==> src/rtl/vsub_pkg.sv <==
package vsub_pkg;

  typedef enum logic [2:0] {
    SZ_FULL         = 3'd0,
    SZ_HALF         = 3'd1,
    SZ_HALF_ZOOM    = 3'd2,
    SZ_QUARTER      = 3'd3,
    SZ_QUARTER_ZOOM = 3'd4
  } size_e;

  typedef struct packed {
    logic       zoom;
    logic [1:0] dec_log2;
  } geom_t;

  function automatic geom_t size_decode(input logic [2:0] code);
    geom_t g;
    unique case (code)
      SZ_HALF:         g = '{zoom: 1'b0, dec_log2: 2'd1};
      SZ_HALF_ZOOM:    g = '{zoom: 1'b1, dec_log2: 2'd0};
      SZ_QUARTER:      g = '{zoom: 1'b0, dec_log2: 2'd2};
      SZ_QUARTER_ZOOM: g = '{zoom: 1'b1, dec_log2: 2'd1};
      default:         g = '{zoom: 1'b0, dec_log2: 2'd0};
    endcase
    return g;
  endfunction

endpackage

==> src/rtl/vsub_raster.sv <==
module vsub_raster #(
  parameter int IMG_W = 640,
  parameter int IMG_H = 480,
  localparam int CW = $clog2(IMG_W + 1),
  localparam int RW = $clog2(IMG_H + 1)
) (
  input  logic          clk_i,
  input  logic          rst_ni,
  input  logic          frame_valid_i,
  input  logic          line_valid_i,
  output logic [CW-1:0] col_o,
  output logic [RW-1:0] row_o
);

  logic [CW-1:0] col_q;
  logic [RW-1:0] row_q;
  logic          lv_q;

  always_ff @(posedge clk_i or negedge rst_ni) begin
    if (!rst_ni) begin
      col_q <= '0;
      row_q <= '0;
      lv_q  <= 1'b0;
    end else begin
      lv_q  <= line_valid_i;
      col_q <= line_valid_i ? col_q + 1'b1 : '0;
      if (!frame_valid_i)              row_q <= '0;
      else if (lv_q && !line_valid_i)  row_q <= row_q + 1'b1;
    end
  end

  // 1-based position of the pixel presented this cycle
  assign col_o = col_q + 1'b1;
  assign row_o = row_q + 1'b1;

  assert_col_bound_R11: assert property (@(posedge clk_i) disable iff (!rst_ni)
    line_valid_i |-> (col_q < CW'(IMG_W)));

endmodule

==> src/rtl/vsub_axis_gate.sv <==
module vsub_axis_gate #(
  parameter int LEN = 640,
  localparam int PW = $clog2(LEN + 1),
  localparam int WIN_LO = LEN / 4 + 1,
  localparam int WIN_HI = (3 * LEN) / 4
) (
  input  logic [PW-1:0] pos_i,
  input  logic          zoom_i,
  input  logic [1:0]    dec_log2_i,
  output logic          keep_o
);

  logic [PW-1:0] lo, hi, off, mask;

  always_comb begin
    lo   = zoom_i ? PW'(WIN_LO) : PW'(1);
    hi   = zoom_i ? PW'(WIN_HI) : PW'(LEN);
    off  = pos_i - lo;
    unique case (dec_log2_i)
      2'd0:    mask = PW'(0);
      2'd1:    mask = PW'(1);
      default: mask = PW'(3);
    endcase
    keep_o = (pos_i >= lo) && (pos_i <= hi) && ((off & mask) == '0);
  end

endmodule

==> src/rtl/vsub_select.sv <==
module vsub_select
  import vsub_pkg::*;
#(
  parameter int DATA_W = 8,
  parameter int IMG_W  = 640,
  parameter int IMG_H  = 480,
  localparam int CW = $clog2(IMG_W + 1),
  localparam int RW = $clog2(IMG_H + 1)
) (
  input  logic              clk_i,
  input  logic              rst_ni,
  input  logic [2:0]        size_i,
  input  logic              frame_valid_i,
  input  logic              line_valid_i,
  input  logic [DATA_W-1:0] pix_i,
  output logic              frame_valid_o,
  output logic              line_valid_o,
  output logic [DATA_W-1:0] pix_o,
  output logic              frame_start_o,
  output logic              line_start_o
);

  logic [CW-1:0] col;
  logic [RW-1:0] row;
  logic [2:0]    mode_q, mode_eff;
  logic          frame_rise, keep_x, keep_y, keep;
  logic          line_seen_q, frame_seen_q;
  geom_t         geom;

  vsub_raster #(.IMG_W(IMG_W), .IMG_H(IMG_H)) u_raster (
    .clk_i         (clk_i),
    .rst_ni        (rst_ni),
    .frame_valid_i (frame_valid_i),
    .line_valid_i  (line_valid_i),
    .col_o         (col),
    .row_o         (row)
  );

  // frame_valid_o doubles as the previous-cycle frame flag
  assign frame_rise = frame_valid_i && !frame_valid_o;
  assign mode_eff   = frame_rise ? size_i : mode_q;
  assign geom       = size_decode(mode_eff);

  vsub_axis_gate #(.LEN(IMG_W)) u_gate_x (
    .pos_i      (col),
    .zoom_i     (geom.zoom),
    .dec_log2_i (geom.dec_log2),
    .keep_o     (keep_x)
  );

  vsub_axis_gate #(.LEN(IMG_H)) u_gate_y (
    .pos_i      (row),
    .zoom_i     (geom.zoom),
    .dec_log2_i (geom.dec_log2),
    .keep_o     (keep_y)
  );

  assign keep = frame_valid_i && line_valid_i && keep_x && keep_y;

  always_ff @(posedge clk_i or negedge rst_ni) begin
    if (!rst_ni) begin
      mode_q        <= 3'(SZ_FULL);
      frame_valid_o <= 1'b0;
      line_valid_o  <= 1'b0;
      pix_o         <= '0;
      frame_start_o <= 1'b0;
      line_start_o  <= 1'b0;
      line_seen_q   <= 1'b0;
      frame_seen_q  <= 1'b0;
    end else begin
      if (frame_rise) mode_q <= size_i;
      frame_valid_o <= frame_valid_i;
      line_valid_o  <= keep;
      if (keep) pix_o <= pix_i;
      frame_start_o <= keep && !frame_seen_q;
      line_start_o  <= keep && !line_seen_q;
      line_seen_q   <= line_valid_i && (line_seen_q || keep);
      frame_seen_q  <= frame_valid_i && (frame_seen_q || keep);
    end
  end

  assert_lv_in_frame_R9: assert property (@(posedge clk_i) disable iff (!rst_ni)
    line_valid_o |-> frame_valid_o);

  assert_ls_on_lv_R10: assert property (@(posedge clk_i) disable iff (!rst_ni)
    line_start_o |-> line_valid_o);

  assert_fs_is_ls_R10: assert property (@(posedge clk_i) disable iff (!rst_ni)
    frame_start_o |-> line_start_o);

  assert_mode_hold_R7: assert property (@(posedge clk_i) disable iff (!rst_ni)
    (frame_valid_i && frame_valid_o) |=> $stable(mode_q));

endmodule

==> config.mk <==
export PLATFORM = sky130hd
export DESIGN_NAME = vsub_select
export DESIGN_NICKNAME = d
export VERILOG_FILES = /design/src/rtl/vsub_pkg.sv /design/src/rtl/vsub_raster.sv /design/src/rtl/vsub_axis_gate.sv /design/src/rtl/vsub_select.sv
export SDC_FILE = /design/constraint.sdc
export NUM_CORES = 1
export LEC_CHECK = 0
export BUFFER_PORTS_ARGS = -buffer_cell sky130_fd_sc_hd__buf_2
export CAP_MARGIN = 15
export CORE_MARGIN = 5
export CORE_UTILIZATION = 56
export CTS_BUF_LIST = sky130_fd_sc_hd__clkbuf_4 sky130_fd_sc_hd__clkbuf_8
export DETAILED_ROUTE_END_ITERATION = 6
export PLACE_DENSITY = 0.87
export SLEW_MARGIN = 10
export SYNTH_ARGS = -nofsm -noshare
export SYNTH_HDL_FRONTEND = slang
export SYNTH_HIERARCHICAL = 1
export SYNTH_SLANG_ARGS = --single-unit
==> constraint.sdc <==
create_clock -name clk_i -period 3.3 [get_ports clk_i]
set_input_delay 0.495 -clock clk_i [delete_from_list [all_inputs] [get_ports clk_i]]
set_output_delay 0.495 -clock clk_i [all_outputs]
set_load 0.02 [all_outputs]
=== Word level (Yosys, flattened, before mapping) ===
Cells that the tools add are included.

* Register bits: 37
* Output and inout bits: 12
* Word-level logic and storage cells: 60

* Add/subtract/negate cells: 4
* Order comparisons: 4
* Equal/unequal tests: 6
* Mux-type cells: 11
* Bitwise operators: 2
* Reductions and logical operators: 22

{| class="wikitable"
|+ Operators by type and width
! kind !! number
|-
| $mux 10 || 2
|-
| $mux 9 || 2
|-
| $mux 8 || 2
|-
| $logic_and 1x1->1 || 13
|-
| $pmux 3 s4 || 1
|-
| $add 10x1->10 const B || 1
|-
| $and 10x2->10 || 1
|-
| $ge 10x10->1 || 1
|-
| $le 10x10->1 || 1
|-
| $logic_not 10->1 || 1
|-
| $sub 10x10->10 || 1
|-
| $add 9x1->9 const B || 1
|-
| $and 9x2->9 || 1
|-
| $ge 9x9->1 || 1
|-
| $le 9x9->1 || 1
|-
| $logic_not 9->1 || 1
|-
| $sub 9x9->9 || 1
|-
| $pmux 2 s2 || 2
|-
| $mux 7 || 1
|-
| $eq 3x2->1 const B || 2
|-
| $logic_not 1->1 || 4
|-
| $eq 3x1->1 const B || 1
|-
| $eq 3x3->1 const B || 1
|-
| $mux 3 || 1
|-
| 4 further kinds || 5
|}

=== Logic depth before layout (Yosys ltp) ===
Gate-level depths: netlist of run 1.

* Word-level depth: 14
* Mapped depth: 12
* Gate-level depth less buffers: 11

=== Cells and area by module ===
Netlist of run 1, hierarchy kept.

{| class="wikitable"
|+ By module, submodules not included
! module !! instances !! cells an instance !! area each (sq um)
|-
| vsub_raster || 1 || 112 || 1,068.5
|-
| vsub_select || 1 || 54 || 690.7
|-
| vsub_axis_gate (u_gate_x) || 1 || 27 || 249.0
|-
| vsub_axis_gate (u_gate_y) || 1 || 26 || 203.9
|}

=== Least setup slack after synthesis of run 1 ===
No wires, ideal clock.

* Kind: register -> register
* Start: register frame_valid_o
* End: register pix_o[3]
* Setup time: 0.128 ns
* Arrival: 3.016 ns
* Slack: 0.156 ns
* Stages on the path, launching flop included: 12
* Path buffers: 1
* Clock period less this slack: 3.144 ns
* Path through: dfrtp_1 -> nand2b_1 -> o31ai_1 -> inv_1 -> ha_1 -> and4_4 -> a221oi_2 -> a41oi_1 -> nor3_2 -> nand4_2 -> buf_2 -> mux2_1

{| class="wikitable"
|+ RTL lines
! element !! line !! text
|-
| from (decl) || vsub_select.sv:16 || <nowiki>output logic frame_valid_o,</nowiki>
|-
| from (signal assigned) || vsub_select.sv:72 || <nowiki>frame_valid_o <= frame_valid_i;</nowiki>
|-
| to (signal assigned) || vsub_select.sv:74 || <nowiki>if (keep) pix_o <= pix_i;</nowiki>
|-
| to (decl) || vsub_select.sv:18 || <nowiki>output logic [DATA_W-1:0] pix_o,</nowiki>
|}

=== Worst setup path in the final report of run 1 ===
* Start: register u_raster.col_q[2]
* End: register pix_o[1]

* Longest elaborated chain between the ends: 7
* Elaborated cells between the ends (all ways): 10

{| class="wikitable"
|+ Ends and longest elaborated chain
! element !! line !! text
|-
| from (decl) || vsub_raster.sv:15 || <nowiki>logic [CW-1:0] col_q;</nowiki>
|-
| from (signal assigned) || vsub_raster.sv:26 || <nowiki>col_q <= line_valid_i ? col_q + 1'b1 : '0;</nowiki>
|-
| $add 10x1->10 (*) || vsub_raster.sv:33 || <nowiki>assign col_o = col_q + 1'b1;</nowiki>
|-
| named net col[9] || vsub_select.sv:23 || <nowiki>logic [CW-1:0] col;</nowiki>
|-
| $sub 10x10->10 || vsub_axis_gate.sv:18 || <nowiki>off = pos_i - lo;</nowiki>
|-
| $and 10x2->10 || vsub_axis_gate.sv:24 || <nowiki>keep_o = (pos_i >= lo) && (pos_i <= hi) && ((off & mask) == '0);</nowiki>
|-
| $logic_not 10->1 || vsub_axis_gate.sv:24 ||
|-
| $logic_and 1x1->1 (*) || vsub_axis_gate.sv:24 ||
|-
| named net keep_x || vsub_select.sv:26 || <nowiki>logic frame_rise, keep_x, keep_y, keep;</nowiki>
|-
| $logic_and 1x1->1 (*) (2 in a row) || vsub_select.sv:58 || <nowiki>assign keep = frame_valid_i && line_valid_i && keep_x && keep_y;</nowiki>
|}

The timed path passes the listed nets; every way through them passes the cells marked *.
A chain may end at the register's enable or synchronous reset.

==> results.ini, run 1 <==
[detailed_routing]
firstDrtPassIters=4
vias_per_cell=5.571
drt-initial-drc-count=106
wl_per_cell_um=13.40
drt.antenna.violating_nets=0
routed_wl_um=4032
drc=0
num_vias=1677

[sta]
period_needed_ps=3096
fmax_ghz=0.3230
layout_setup_ws_ps=203.8
slew_headroom=0.4654
rsz0062_at_grt=no
setup_tns_ps=0
tightest_slew_ps=801.9
hold_violations=0
skew_ps=5.225
slew_violations=0
fin_crit_sh=0.9383
setup_viol_count_final=0

[setup_path]
critPathLaunchType=flip-flop
critPathCaptureType=flip-flop
slowest_stage=dfrtp_1
arrival_ps=3280
path_cells=nand3_2, nor3_1, xor2_1, ha_1, and4_4, a221oi_2, a41oi_1, nor3_2, nand4_2, buf_4, mux2_1
critPathMaxFanout=13
worstPathRequired_ps=3480
max_stage_delay_ps=440
crit_type=flip-flop to flip-flop

[synthesis]
ys_seq_area_frac=0.4186
synth-simple-area-share=0.2025
ys_seq_elements=37
synth_area_per_cell_um2=10.10
syn_nets=253
synthMuxAreaShare=0.05939
ys.warnings.count=6
synthAdderAreaFrac=0.1075
synth-compound-area-share=0.1018
synth_top_family_by_area=simple AND/OR/NAND/NOR gates
ys_types=42
netlist_area_um2=2212
synth_cells=219
synth_xor_area_frac=0.07127

[floorplanning]
fp.dieW_um=72.85
die_h_um=72.85
num_rows=22
ioPinCount=27
coreArea_um2=3744
floorplan.initialDensity=0.5909
dieArea_um2=5307

[grt]
globalRouteOverflowTotal=0
groute.usage.overall=0.1737
grt_max_degree=38
antenna_found_initial=0
grt_pass1_wl_um=7258
grt_pass1_vias=1641

[finish]
drive_above_1_share=0.1976
final_area_um2=2512
fin_nets=286
nFillCells=296
ff_latch_area_um2=925.9
stdcell_count=301
area_delta_synth_final_pct=13.57
antennaDiodeCount=0
final_cell_mix=37 x dfrtp_1, 26 x buf_2, 20 x nand2_1
multi_input_area_um2=1205
final_common_cell=dfrtp_1

[cts]
cts_tree=done
cts.sinks=37
clk_path_buf_depth=2
cts.clk_slew.worst_paths_ps=80
cts-buffers-inserted=5
cts_root_buffer=clkbuf_8
cts_setup_buffers=0
clk_latency_ps=300
h-tree-depth=2

[power]
ir_drop_mv=0.4201
p_per_area_nw_per_um2=476.1
leakagePower_nw=1.233
p_total_w=0.001196

[flow_run]
cap_violations=0

[place]
dp_hpwl_um=3017
port_buffers=26
place_ws_ps=-139.2
dp_cells=293
placed_area_um2=2414
place.gp.congestion=0.8160

[min_path]
worstHoldPathType=input port to async pin

[run_status]
status=completed

==> flip-flops by register name (all words and copies together), names as in the netlist <==
name,count
u_raster/col_q,10
u_raster/row_q,9
line_start_o,1
pix_o,8
line_valid_o,1
frame_start_o,1
mode_q,3
line_seen_q,1
u_raster/lv_q,1
frame_valid_o,1
frame_seen_q,1
==> path summary, 6_finish.rpt <==
path                                        start                end  slack, ps  cells after the start
worst max-delay path            u_raster/col_q[2]           pix_o[1]        200                     11
min in group clk_i                  frame_valid_i      frame_valid_o        390                      1
max in group asynchronous                  rst_ni  u_raster/row_q[5]       2520                      1
worst min-delay path                       rst_ni           pix_o[4]        270                      1
worst max register to register  u_raster/col_q[2]           pix_o[1]        200                     11
worst min register to register        line_seen_q       line_start_o        440                      1
==> worst max-delay path, delay by kind of cell (launching register included) <==
| family | cells | cell delay, ps |
|---|---|---|
| buffers and inverters | 1 | 200 |
| AOI/OAI and AO/OA | 2 | 330 |
| DFF | 1 | 440 |
| muxes | 1 | 320 |
| and+or+nand+nor | 5 | 1050 |
| xor gates and xnor gates | 1 | 310 |
| adders and majority gates | 1 | 320 |
==> cell families after synthesis <==
| kind of cell | count (synthesis) |
|---|---|
| adders and majority gates | 19 |
| xor gates and xnor gates | 18 |
| muxes | 12 |
| buffers and inverters | 22 |
| DFF | 37 |
| and+or+nand+nor | 77 |
| AOI/OAI and AO/OA | 34 |
==> cells in the mapped netlist, drive strengths merged <==
| library cell | instances | share of area |
|---|---|---|
| dfrtp | 37 | 0.42 |
| nand2 | 20 | 0.034 |
| ha | 19 | 0.11 |
| inv | 17 | 0.029 |
| a21oi | 13 | 0.029 |
| nor2 | 11 | 0.019 |
| nand3 | 10 | 0.027 |
| mux2 | 9 | 0.046 |
| xnor2 | 9 | 0.036 |
| xor2 | 9 | 0.036 |
| o31ai | 8 | 0.027 |
| or3 | 6 | 0.018 |
| or4 | 6 | 0.020 |
| and2 | 4 | 0.011 |
| nand2b | 4 | 0.011 |
| nor3 | 4 | 0.016 |
| o21ai | 4 | 0.0091 |
| buf | 3 | 0.0068 |
| mux2i | 3 | 0.014 |
| nand3b | 3 | 0.010 |
| nand4 | 3 | 0.011 |
| nor2b | 2 | 0.0057 |
| o22ai | 2 | 0.0057 |
| a211o | 1 | 0.0040 |
| a21boi | 1 | 0.0034 |
| a221oi | 1 | 0.0068 |
| a31o | 1 | 0.0040 |
| a41oi | 1 | 0.0040 |
| and4 | 1 | 0.0051 |
| clkbuf | 1 | 0.0017 |
| clkinv | 1 | 0.0017 |
| nand4b | 1 | 0.0040 |
| nor4 | 1 | 0.0057 |
| nor4b | 1 | 0.0040 |
| o221ai | 1 | 0.0040 |
| o311a | 1 | 0.0045 |
==> power breakdown <==
group,total (W),leakage (nW),internal (W),switching (W)
clock network,0.000331,0.0447,0.000152,0.000179
registers,0.000553,0.488,0.000517,0.0000355
logic,0.000313,0.700,0.000127,0.000186
total,0.00120,1.23,0.000796,0.000400
==> per-layer routing <==
layer	GRT usage	routed length, um
met1	0.2371	1968
met2	0.2575	1796
met3	0.05096	201
met4	0.07172	66
met5	0	0
==> final cells by class <==
type | instances | area share
well taps | 48 | 0.02390
multi-input cells | 160 | 0.4796
clock buffers | 5 | 0.02739
inverters | 18 | 0.02689
flip-flops and latches | 37 | 0.3685
repair buffers | 30 | 0.06375
clock inverters | 3 | 0.009960
==> stage by stage <==
step / hold WS [ps] / util
floorplan: 199.4 / -
global placement: 409.7 / 0.6447
detailed placement: 421.0 / 0.6447
CTS: 297.3 / 0.6698
global route: 360.9 / 0.6711
finish: 274.8 / 0.6711
==> timing repair <==
item	CTS	global route
hold endpoints to repair	0	0
endpoints found under the setup margin	0	8
hold buffers	0	0
resized for setup	0	1
No activity file was read; power rests on OpenSTA's default activity.
==> run 2, diff against run 1 <==
--- a/config.mk
+++ b/config.mk
@@ -11,6 +11,7 @@
 export CORE_UTILIZATION = 56
 export CTS_BUF_LIST = sky130_fd_sc_hd__clkbuf_4 sky130_fd_sc_hd__clkbuf_8
 export DETAILED_ROUTE_END_ITERATION = 6
+export MAX_ROUTING_LAYER = met4
 export PLACE_DENSITY = 0.87
 export SLEW_MARGIN = 10
 export SYNTH_ARGS = -nofsm -noshare
==> results.ini, run 2 (synthesis gave the netlist of run 1 again) <==
[cts]
clk_path_buf_depth=2
clk_latency_ps=300
cts.sinks=37
h-tree-depth=2
cts-buffers-inserted=5
cts_root_buffer=clkbuf_8
cts.clk_slew.worst_paths_ps=80
cts_hold_buf=0
cts_tree=done

[sta]
layout_setup_ws_ps=204.0
fin_crit_sh=0.9382
setup_viol_count_final=0
slew_headroom=0.4647
period_needed_ps=3096
hold_violations=0
fmax_ghz=0.3230
slew_violations=0
tightest_slew_ps=803.0
skew_ps=4.796
rsz0062_at_grt=no

[power]
p_total_w=0.001195
leakagePower_nw=1.233
ir_drop_mv=0.4189
p_per_area_nw_per_um2=475.7

[floorplanning]
fp.dieW_um=72.85
num_rows=22
coreArea_um2=3744
dieArea_um2=5307
floorplan.initialDensity=0.5909
ioPinCount=27
die_h_um=72.85

[finish]
top_regs=u_raster/col_q (10), u_raster/row_q (9), pix_o (8)
area_delta_synth_final_pct=13.57
drive_above_1_share=0.1976
postLayoutCoreUtil=0.6711
regMostFlops=u_raster/col_q
final_cell_mix=37 x dfrtp_1, 26 x buf_2, 20 x nand2_1
largest_register_ffs=10
fin_nets=286
nFillCells=296
stdcell_count=301
antennaDiodeCount=0
final_common_cell=dfrtp_1

[grt]
grt_pass1_vias=1639
antenna_found_initial=0
grt_max_degree=38
globalRouteOverflowTotal=0
grt_pass1_wl_um=7272
groute.usage.overall=0.1797

[detailed_routing]
drc=0
drt-initial-drc-count=106
wl_per_cell_um=13.40
num_vias=1675
drt.antenna.violating_nets=0
firstDrtPassIters=4
routed_wl_um=4032
vias_per_cell=5.565

[setup_path]
critPathLaunchType=flip-flop
crit_type=flip-flop to flip-flop
critPathCaptureType=flip-flop
r2r-end=pix_o[1]
rr_startpoint=u_raster/col_q[2]
worstPathRequired_ps=3480
reg2reg_slack_ps=200
critPathMaxFanout=13
arrival_ps=3280
ff2ff_path_depth=11

[flow_run]
cap_violations=0

[place]
dp_cells=293
port_buffers=26
place.gp.congestion=0.8282
dp_hpwl_um=3017
place_ws_ps=-139.2

[min_path]
worstHoldPathType=input port to async pin

[run_status]
status=completed

==> run 2: layer usage <==
layer  track usage  part of all wire
met1        0.2380              0.49
met2        0.2575              0.45
met3       0.04959             0.049
met4       0.07787             0.016
met5             -                 0
==> run 2: cell type report <==
cell class / count / area (um^2) / share of cell area
Clock inverter: 3 / 25.02 / 0.009960
Tap cell: 48 / 60.06 / 0.02390
Multi-Input combinational cell: 160 / 1205 / 0.4796
Inverter: 18 / 67.56 / 0.02689
Sequential cell: 37 / 925.9 / 0.3685
Timing Repair Buffer: 30 / 160.2 / 0.06375
Clock buffer: 5 / 68.82 / 0.02739
==> run 2: how the worst max path moves through the flow <==
stage | from | to | slack [ps] | depth (start not counted)
2_1_floorplan | frame_valid_o | pix_o[3] | 160 | 11
3_3_place_gp | frame_valid_i | pix_o[2] | 20 | 13
3_5_place_dp | frame_valid_i | pix_o[1] | -140 | 12
4_1_cts | frame_valid_o | pix_o[2] | 30 | 11
5_1_grt | u_raster/col_q[1] | pix_o[2] | 30 | 12
6_report | u_raster/col_q[2] | pix_o[1] | 200 | 11
==> run 2: critical path, stage by stage (launching register included) <==
cell	delay, ps
dfrtp_1	440
nand3_2	170
nor3_1	380
xor2_1	310
ha_1	320
and4_4	210
a221oi_2	250
a41oi_1	80
nor3_2	190
nand4_2	100
buf_4	200
mux2_1	320
==> run 2: timing repair <==
action,in CTS,in global routing
gates resized for setup,0,1
endpoints found under the setup margin,0,8
buffers inserted,0,0
==> run 2: power by group <==
part           leakage (nW)  switching [W]  internal [W]  total (W)
Combinational         0.700       0.000186      0.000127   0.000313
Sequential            0.488      0.0000355      0.000517   0.000553
Clock                0.0447       0.000178      0.000152   0.000330
==> run 2: stage by stage <==
stage                     instance area, um^2  hold slack, ps  setup TNS [ps]
final                                    2512           276.7               0
after global routing                     2512           359.0               0
after CTS                                2507           297.3               0
after detailed placement                 2414           421.0           -1061
after global placement                   2414           409.7               0
after floorplan                          2212           199.4               0
